--- src/rtl/sic_pkg.sv ---
package sic_pkg;
  localparam int START_ADDR = 0;
  localparam int STAT_BASE  = 1;

  function automatic int en_base(input int nbank);
    return STAT_BASE + nbank;
  endfunction
endpackage

--- src/rtl/sic_status_bank.sv ---
module sic_status_bank #(
  parameter int DATA_W = 8
) (
  input  logic              clk,
  input  logic              rst_n,
  input  logic [DATA_W-1:0] ev_i,
  input  logic              clr_i,
  input  logic              en_we_i,
  input  logic [DATA_W-1:0] en_wdata_i,
  output logic [DATA_W-1:0] stat_o,
  output logic [DATA_W-1:0] en_o
);
  logic [DATA_W-1:0] stat_q, stat_d;
  logic [DATA_W-1:0] en_q;

  // events win over a clear in the same cycle
  always_comb begin
    stat_d = clr_i ? '0 : stat_q;
    stat_d = stat_d | ev_i;
  end

  always_ff @(posedge clk) begin
    if (!rst_n) begin
      stat_q <= '0;
      en_q   <= '0;
    end else begin
      stat_q <= stat_d;
      if (en_we_i) en_q <= en_wdata_i;
    end
  end

  assign stat_o = stat_q;
  assign en_o   = en_q;
endmodule

--- src/rtl/sic_host_decode.sv ---
module sic_host_decode #(
  parameter int NBANK  = 2,
  parameter int DATA_W = 8,
  parameter int ADDR_W = 3
) (
  input  logic                    host_wr,
  input  logic                    host_rd,
  input  logic [ADDR_W-1:0]       host_addr,
  input  logic [NBANK*DATA_W-1:0] stat_all,
  input  logic [NBANK*DATA_W-1:0] en_all,
  output logic [NBANK-1:0]        stat_clr,
  output logic [NBANK-1:0]        en_we,
  output logic                    start,
  output logic [DATA_W-1:0]       rdata
);
  localparam int EN_BASE = sic_pkg::en_base(NBANK);

  assign start = host_wr && (host_addr == ADDR_W'(sic_pkg::START_ADDR));

  for (genvar b = 0; b < NBANK; b++) begin : g_bank
    logic hit_stat, hit_en;
    assign hit_stat    = host_addr == ADDR_W'(sic_pkg::STAT_BASE + b);
    assign hit_en      = host_addr == ADDR_W'(EN_BASE + b);
    assign stat_clr[b] = start || (host_rd && hit_stat);
    assign en_we[b]    = host_wr && hit_en;
  end

  always_comb begin
    rdata = '0;
    if (host_rd) begin
      for (int b = 0; b < NBANK; b++) begin
        if (host_addr == ADDR_W'(sic_pkg::STAT_BASE + b))
          rdata = stat_all[b*DATA_W +: DATA_W];
        if (host_addr == ADDR_W'(EN_BASE + b))
          rdata = en_all[b*DATA_W +: DATA_W];
      end
    end
  end
endmodule

--- src/rtl/sic_irq_gen.sv ---
module sic_irq_gen #(
  parameter int                  TOT_W     = 16,
  parameter logic [TOT_W-1:0]    EXCL_MASK = '0
) (
  input  logic             clk,
  input  logic             rst_n,
  input  logic [TOT_W-1:0] stat_all,
  input  logic [TOT_W-1:0] en_all,
  output logic             irq_o
);
  logic pend;
  assign pend = |(stat_all & en_all & ~EXCL_MASK);

  always_ff @(posedge clk) begin
    if (!rst_n) irq_o <= 1'b0;
    else        irq_o <= pend;
  end
endmodule

--- src/rtl/sic_top.sv ---
module sic_top #(
  parameter int NBANK     = 2,
  parameter int DATA_W    = 8,
  parameter int ADDR_W    = 3,
  parameter int DRDY_BANK = 0,
  parameter int DRDY_BIT  = 0
) (
  input  logic                    clk,
  input  logic                    rst_n,
  input  logic [NBANK*DATA_W-1:0] evt_i,
  input  logic [ADDR_W-1:0]       host_addr,
  input  logic                    host_wr,
  input  logic                    host_rd,
  input  logic [DATA_W-1:0]       host_wdata,
  output logic [DATA_W-1:0]       host_rdata,
  output logic                    irq_o
);
  localparam int TOT_W = NBANK * DATA_W;
  localparam logic [TOT_W-1:0] DRDY_MASK =
    TOT_W'(1) << (DRDY_BANK * DATA_W + DRDY_BIT);

  logic [TOT_W-1:0] stat_all, en_all;
  logic [NBANK-1:0] stat_clr, en_we;
  logic             start;

  sic_host_decode #(.NBANK(NBANK), .DATA_W(DATA_W), .ADDR_W(ADDR_W)) u_dec (
    .host_wr (host_wr),
    .host_rd (host_rd),
    .host_addr(host_addr),
    .stat_all(stat_all),
    .en_all  (en_all),
    .stat_clr(stat_clr),
    .en_we   (en_we),
    .start   (start),
    .rdata   (host_rdata)
  );

  for (genvar b = 0; b < NBANK; b++) begin : g_bank
    sic_status_bank #(.DATA_W(DATA_W)) u_bank (
      .clk       (clk),
      .rst_n     (rst_n),
      .ev_i      (evt_i[b*DATA_W +: DATA_W]),
      .clr_i     (stat_clr[b]),
      .en_we_i   (en_we[b]),
      .en_wdata_i(host_wdata),
      .stat_o    (stat_all[b*DATA_W +: DATA_W]),
      .en_o      (en_all[b*DATA_W +: DATA_W])
    );
  end

  sic_irq_gen #(.TOT_W(TOT_W), .EXCL_MASK(DRDY_MASK)) u_irq (
    .clk     (clk),
    .rst_n   (rst_n),
    .stat_all(stat_all),
    .en_all  (en_all),
    .irq_o   (irq_o)
  );
endmodule

--- config.mk ---
export PLATFORM = sky130hd
export DESIGN_NAME = sic_top
export DESIGN_NICKNAME = d
export VERILOG_FILES = /design/src/rtl/sic_pkg.sv /design/src/rtl/sic_status_bank.sv /design/src/rtl/sic_host_decode.sv /design/src/rtl/sic_irq_gen.sv /design/src/rtl/sic_top.sv
export SDC_FILE = /design/constraint.sdc
export NUM_CORES = 1
export LEC_CHECK = 0
export BUFFER_PORTS_ARGS = -buffer_cell sky130_fd_sc_hd__buf_2
export CAP_MARGIN = 15
export CORE_MARGIN = 3
export CORE_UTILIZATION = 50
export CTS_CLUSTER_SIZE = 40
export DETAILED_ROUTE_END_ITERATION = 7
export GPL_ROUTABILITY_DRIVEN = 1
export PLACE_DENSITY = 0.76
export SYNTH_ARGS = -nofsm -noshare
export SYNTH_HDL_FRONTEND = slang
export SYNTH_SLANG_ARGS = --single-unit
--- constraint.sdc ---
create_clock -name clk -period 2.1 [get_ports clk]
set_input_delay 0 -clock clk [delete_from_list [all_inputs] [get_ports clk]]
set_output_delay 0 -clock clk [all_outputs]
set_load 0.01 [all_outputs]
# Word level (Yosys, flattened, before mapping)
# Index checks and enable logic that the tools add are counted.
[op_classes]
mux = 7
bitwise = 3
n_reduce_logical = 9
n_eq_ne = 4
[op_table]
columns = ["operator", "n"]
rows = [
  ["$mux W8", 7],
  ["$and A16 B16 Y16", 1],
  ["$or A8 B8 Y8", 2],
  ["$reduce_or A15 Y1", 1],
  ["$eq A3 B2 Y1 const B", 2],
  ["$logic_and A1 B1 Y1", 5],
  ["$eq A3 B1 Y1 const B", 1],
  ["$eq A3 B3 Y1 const B", 1],
  ["$logic_not A3 Y1", 1],
  ["$logic_or A1 B1 Y1", 2],
]
[totals]
output_inout_bits = 9
regBits = 33
wordCells = 28

# Depth between registers and ports, before layout
# Gate-level depths: netlist (run 1).
[logic_depth]
ltp_word = 6
ltp_mapped = 5
mapped_depth_nobuf = 3

# Hierarchy
# From an unflattened synthesis (run 1), not the netlist that was laid out.
[hier_totals]
cells_unflattened = 162
area_unflattened_um2 = 1647.8
[modules_own_cells]
columns = ["module", "seq_area_each_um2", "instances", "cells_per_inst", "area_per_inst_um2"]
rows = [
  ["sic_status_bank", 320.3, 2, 50, 579.3],
  ["sic_host_decode", 0.0, 1, 51, 395.4],
  ["sic_irq_gen", 20.0, 1, 11, 93.8],
]

# Worst setup path after synthesis (run 1)
# OpenSTA, ideal clock, no wires.
[synth_path]
path_kind = "reg2reg"
from = "register g_bank[1].u_bank.stat_q[2]"
to = "register u_irq.irq_o"
period_less_slack_ps = 974
stages_incl_launch_ff = 4
slack_ps = 1126
arrival_time_ps = 859
path_cell_list = "dfxtp_1 -> a222oi_1 -> nand3_1 -> o21a_1"
[synth_between]
elab_chain_cells = 2
[synth_lines]
columns = ["element", "line", "rtl"]
rows = [
  ["from (decl)", "sic_status_bank.sv:13", "logic [DATA_W-1:0] stat_q, stat_d;"],
  ["from (signal assigned)", "sic_status_bank.sv:27", "stat_q <= stat_d;"],
  ["$and A16 B16 Y16", "sic_irq_gen.sv:12", "assign pend = |(stat_all & en_all & ~EXCL_MASK);"],
  ["$reduce_or A15 Y1", "sic_irq_gen.sv:12", ""],
  ["to (signal assigned)", "sic_irq_gen.sv:16", "else irq_o <= pend;"],
  ["to (decl)", "sic_irq_gen.sv:9", "output logic irq_o"],
]
# Every way passes these cells.
# A chain may end at the register's enable or synchronous reset.

# Worst setup path after layout (run 1)
[layout_path]
from = "input host_addr[0]"
to = "output host_rdata[1]"
[layout_between]
elab_chain_cells = 6
elab_cells_between_ends = 9
classes_between = "4 x eq/ne; 5 x mux"
[layout_lines]
columns = ["element", "line", "rtl"]
rows = [
  ["from (decl)", "sic_top.sv:11", "input logic [ADDR_W-1:0] host_addr,"],
  ["$eq A3 B1 Y1", "sic_host_decode.sv:32", "if (host_addr == ADDR_W'(sic_pkg::STAT_BASE + b))"],
  ["$mux W8", "sic_host_decode.sv:32", ""],
  ["$mux W8", "sic_host_decode.sv:34", "if (host_addr == ADDR_W'(EN_BASE + b))"],
  ["$mux W8", "sic_host_decode.sv:32", ""],
  ["$mux W8 *", "sic_host_decode.sv:34", ""],
  ["$mux W8 *", "sic_host_decode.sv:30", "if (host_rd) begin"],
  ["to (decl)", "sic_top.sv:15", "output logic [DATA_W-1:0] host_rdata,"],
]
# Every way passes the cells marked *; elsewhere a longest branch is shown, timed or not.

==> results of run 1 <==
-- cells by family after synthesis --
| kind of cell | Yosys count |
|---|---|
| AO/OA/AOI/OAI | 64 |
| buffers and inverters | 13 |
| flip-flops | 33 |
| multiplexers | 18 |
| AND/OR/NAND/NOR | 41 |
-- worst max path at each step --
| stage | end | cells after the start | slack, ns | from |
|---|---|---|---|---|
| global route | host_rdata[4] | 5 | 0.53 | host_addr[0] |
| finish | host_rdata[1] | 5 | 0.66 | host_addr[0] |
| CTS | host_rdata[4] | 5 | 0.68 | host_addr[0] |
| global placement | host_rdata[1] | 5 | 0.75 | host_addr[0] |
| detailed placement | host_rdata[4] | 5 | 0.69 | host_addr[0] |
| floorplan | u_irq.irq_o | 3 | 1.13 | g_bank[1].u_bank.stat_o[2] |
-- per-stage QoR --
step	area, sq um	setup slack (ns)	hold slack (ns)
after global routing	2123	0.5272	0.1714
after detailed placement	1828	0.6876	0.2138
after floorplan	1649	1.126	0.1238
final	2123	0.6605	0.1441
after global placement	1828	0.7454	0.2071
after CTS	2123	0.6845	0.1422
-- critical path: cells and delay by family --
kind / cells / cell delay [ns]
AO/OA/AOI/OAI: 2 / 0.40
buffers and inverters: 2 / 0.53
AND/OR/NAND/NOR: 1 / 0.50
-- cell usage in the layout, fill, tap and decap left out, drive strengths merged, types with 6 or more instances in the layout --
cell         count
nand2           24
a21boi          16
o21a            25
nor2b            8
a22oi            6
o211a            8
buf             40
dlygate4sd3     24
o221ai           8
clkbuf           7
mux2i           17
dfxtp           33
-- registers in the layout (all words and copies together) (netlist names) --
register and cells:
g_bank.u_bank.stat_o 16, g_bank.u_bank.en_o 16, u_irq.irq_o 1
-- Yosys cell counts --
cell	n	area share (%)
o221ai_1	8	4.2
a22oi_1	6	2.7
mux2i_2	1	0.83
buf_4	3	1.4
nand2_1	24	5.5
mux2_2	1	0.68
buf_6	3	2.0
clkbuf_2	1	0.30
o211a_1	8	4.9
nor2_1	1	0.23
clkbuf_1	4	0.91
dfxtp_1	33	40
buf_2	1	0.30
nand3_1	1	0.30
or2_1	1	0.38
nand4_1	1	0.38
nor2b_1	8	3.0
o21a_1	25	11
nand4b_1	1	0.53
nand2b_1	1	0.38
buf_1	1	0.23
and4b_1	1	0.61
a222oi_1	1	0.61
a21boi_0	16	7.3
nor4bb_1	1	0.61
mux2i_1	16	9.7
or3b_1	1	0.53
-- power by group --
part           switching (mW)  internal, mW
clock                   0.200         0.158
sequential             0.0263         0.656
combinational          0.0945         0.117
-- routing by layer --
layer	part of all wire, %	global-route usage [%]
met5	0	0
met4	2.1	9.164
met3	9.0	7.130
met2	48	38.85
met1	40	26.02
-- final cells by class --
| cell class | count | share of cell area, % |
|---|---|---|
| multi-input combinational | 123 | 42.84 |
| timing repair buffer | 64 | 20.86 |
| clock buffer | 7 | 2.593 |
| sequential | 33 | 31.11 |
| tap | 44 | 2.593 |
-- repair_timing --
item | CTS | global route
setup endpoints to repair | 0 | 0
hold endpoints to repair | 32 | 0
hold buffers | 24 | 0
==> flow_metrics.tcl, run 1 <==
set metrics [dict create \
    clk_latency_ns 0.34 \
    multi_input_area_sq_um 909.6 \
    ir_drop_mv 0.4069 \
    fin_skew_ns 0.005596 \
    portBuffers 39 \
    area_growth_pct 28.76 \
    drt_iter0_drc 94 \
    die_h_microns 63.43 \
    drcViolationCount 0 \
    netlist_area_sq_um 1649 \
    startpoint_type "primary input" \
    drv_slew 0 \
    worstPathRequired_ns 2.10 \
    dieWidth_microns 63.43 \
    dp_cells 240 \
    drtPass1Iterations 4 \
    synth-compound-area-share_pct 31.11 \
    synth_top_family_by_area "compound AO/OA/AOI/OAI gates" \
    initial_utilization_pct 53.15 \
    tritoncts "yes" \
    wl_per_cell_microns 15.51 \
    ctsRootBufferMaster "clkbuf_4" \
    setup_viol 0 \
    drive_above_1_share_pct 21.59 \
    clockBufferDepth 2 \
    regArea_sq_um 660.6 \
    status "complete, no violations" \
    htreeDepth 2 \
    crit_chain "buf_2 > or3b_1 > o221ai_1 > o211a_1 > buf_2" \
    place.gp.congestion 0.8465 \
    cts_resized 0 \
    r2r_end "u_irq.irq_o" \
    whs_endpoint "g_bank[1].u_bank.stat_o[3]" \
    cap_violations 0 \
    synthSimpleGateAreaFrac_pct 12.44 \
    critPathCaptureType "output pin" \
    wirelength_microns 4204 \
    tightest_slew_ns 0.5490 \
    hpwlAfterDp_microns 2973 \
    antenna_found_initial 0 \
    viasPerCell 5.624 \
    hold_depth 2 \
    core_area_sq_um 3103 \
    path_clk_slew_ns 0.09 \
    cp_common_cell "buf_2" \
    finalHoldViolations 0 \
    nets 258 \
    synthCells 169 \
    cp_slowest_cell "or3b_1" \
    synth.avg_cell_area_sq_um 9.758 \
    grt_max_degree 34 \
    synth-seq-cells 33 \
    synth_seq_area_share_pct 40.06 \
    n_fill_cell 283 \
    grt_remaining_overflow 0 \
    grt_pass1_vias 1535 \
    period_share_pct 68.55 \
    hold_class "in -> reg" \
    ys_types 27 \
    route.vias.total 1524 \
    synth_xor_area_share_pct 0 \
    p_total_mw 1.252 \
    post-route-util_pct 68.43 \
    antenna_cells 0 \
    cts.sinks 33 \
    powerDensity_nw_per_um2 589.7 \
    rsz0062_at_grt "false" \
    max_stage_delay_ns 0.50 \
    track_usage_pct 22.70 \
    synthAdderAreaFrac_pct 0 \
    die-area_sq_um 4023 \
    setup-tns-final_ns 0 \
    reg2reg_depth 3 \
    r2r-start "g_bank[1].u_bank.stat_o[2]" \
    post_cts.repair.setup_buffers 0 \
    drtAntennaViolNets 0 \
    critPathArrivalTime_ns 1.44 \
    rows 20 \
    grt_pass1_wl_microns 7134 \
    ios 40 \
    numCtsBuffers 5 \
    synth.area.mux_share_pct 11.23 \
    hp-start "rst_n" \
    ys.warnings.count 0 \
    leakagePower_nw 0.8999 \
    max_freq_mhz 694.7 \
    crit_type "in -> out" \
    ff2ff_setup_slack_ns 1.01 \
    period_minus_slack_ns 1.439 \
    stdcell_count 271 \
    slew_headroom_pct 63.40 \
    syn-num-nets 200 \
    critPathMaxFanout 22 \
]
No activity file was read; power rests on OpenSTA's default activity.
==> run 2: changes to the inputs <==
Clock period 2.1 ns to 1.38 ns, I/O delays scaled along.
==> run 2 against run 1 <==
Critical path depth shrank 1. Combinational power is 55% higher. Setup slack lost 0.61 ns. Hold slack lost 0.018 ns. Non-clock buffer count up 2. Core utilization increased by 0.81 points. Design area is 1.2% higher. First-iteration DRC count rose by 37%. Critical path type is now reg -> out. Highest routed layer unchanged.
==> flow_metrics.tcl, run 2 (same netlist as run 1, synthesis figures left out) <==
set metrics [dict create \
    status "complete, no violations" \
    grt_pass1_wl_microns 7155 \
    pwr-share-comb_pct 17.2 \
    clk_latency_ns 0.33 \
    path_clk_slew_ns 0.09 \
    cp_slowest_cell "dfxtp_1" \
    stdcell_count 273 \
    cellInternalPower_mw 1.423 \
    cts.sinks 33 \
    ios 40 \
    rsz0062_at_grt "false" \
    antenna_cells 0 \
    dp_cells 242 \
    clockBufferDepth 2 \
    ctsRootBufferMaster "clkbuf_4" \
    setup-tns-final_ns 0 \
    p_total_mw 1.914 \
    drtPass1Iterations 4 \
    setup_viol 0 \
    grt_remaining_overflow 0 \
    period_minus_slack_ns 1.325 \
    die-area_sq_um 4023 \
    cp_top_family "flip-flops" \
    drv_slew 0 \
    fin_skew_ns 0.007986 \
    worstPathRequired_ns 1.38 \
    tritoncts "yes" \
    crit_chain "mux2i_1 > o221ai_1 > o211a_1 > buf_2" \
    core_area_sq_um 3103 \
    layout_common_cells "buf_2, o21a_1, dfxtp_1" \
    dieWidth_microns 63.43 \
    wl_per_cell_microns 15.84 \
    htreeDepth 2 \
    critPathMaxFanout 3 \
    max_stage_delay_ns 0.40 \
    die_h_microns 63.43 \
    leakagePower_nw 0.9119 \
    portBuffers 39 \
    period_share_pct 96.05 \
    grt_pass1_vias 1558 \
    initial_utilization_pct 53.15 \
    critPathCaptureType "output pin" \
    powerDensity_nw_per_um2 890.9 \
    cap_violations 0 \
    switchingPower_mw 0.4911 \
    drive_above_1_share_pct 25.76 \
    area_growth_pct 30.27 \
    critPathArrivalTime_ns 1.33 \
    max_freq_mhz 754.4 \
    post_cts.repair.setup_buffers 0 \
    slew_headroom_pct 62.12 \
    drcViolationCount 0 \
    nets 260 \
    drtAntennaViolNets 0 \
    wirelength_microns 4323 \
    cp.buffers_inverters 1 \
    switching_share_pct 25.66 \
    antenna_found_initial 0 \
    route.vias.total 1549 \
    track_usage_pct 22.83 \
    hpwlAfterDp_microns 2949 \
    hold_class "in -> reg" \
    drt_iter0_drc 129 \
    finalHoldViolations 0 \
    ir_drop_mv 0.6323 \
    p_clk_share_pct 28.4 \
    tightest_slew_ns 0.5661 \
    viasPerCell 5.674 \
    seqPwrFrac_pct 54.4 \
    numCtsBuffers 5 \
    fin_hold_ws_ns 0.1261 \
    layout_commonest_cell "buf_2" \
    rows 20 \
    startpoint_type "flop" \
    grt_max_degree 34 \
    crit_type "reg -> out" \
    place.gp.congestion 0.8180 \
]
run 2: through the flow:
stage | util (%) | instance area, sq um | worst slack (ns)
2_1_floorplan | - | 1649 | 0.4061
3_3_place_gp | 59.40 | 1843 | 0.2023
3_5_place_dp | 59.40 | 1843 | 0.1526
4_1_cts | 68.91 | 2138 | 0.03373
5_1_grt | 69.23 | 2148 | 0.008577
6_report | 69.23 | 2148 | 0.05452
run 2: per-layer routing:
metal,wire length (microns),GRT usage (%),vias up,share of wire (%)
li1,-,-,745,-
met3,299,5.348,14,6.9
met1,1828,27.51,725,42
met4,92,11.32,0,2.1
met2,2103,37.81,65,49
met5,0,0,-,0
run 2: timing repair:
action | 4_1_cts | 5_1_grt
endpoints found under the hold margin | 32 | 0
endpoints found under the setup margin | 0 | 5
gates resized for setup | 0 | 8
hold buffers | 24 | 0
run 2: cell type report:
cell class	count	area, sq um
clock buffer	7	55.05
fill	269	954.7
multi-input combinational	123	909.6
sequential	33	670.6
tap	44	55.05
timing repair buffer	66	457.9
run 2: final timing paths:
check / from / to / slack [ns] / cells after the start
max: g_bank[1].u_bank.stat_o[5] / host_rdata[5] / 0.05 / 4
min: rst_n / g_bank[1].u_bank.stat_o[4] / 0.13 / 2
max reg2reg: g_bank[1].u_bank.stat_o[2] / u_irq.irq_o / 0.32 / 3
min reg2reg: g_bank[0].u_bank.en_o[4] / g_bank[0].u_bank.en_o[4] / 0.49 / 2
run 2: power groups by stage:
stage | logic [mW] | registers (mW) | clock network, mW
6_report | 0.329 | 1.04 | 0.543
5_1_grt | 0.362 | 1.05 | 0.612
4_1_cts | 0.326 | 1.04 | 0.554
3_5_place_dp | 0.273 | 1.06 | 0
3_3_place_gp | 0.261 | 1.06 | 0
2_1_floorplan | 0.188 | 1.04 | 0
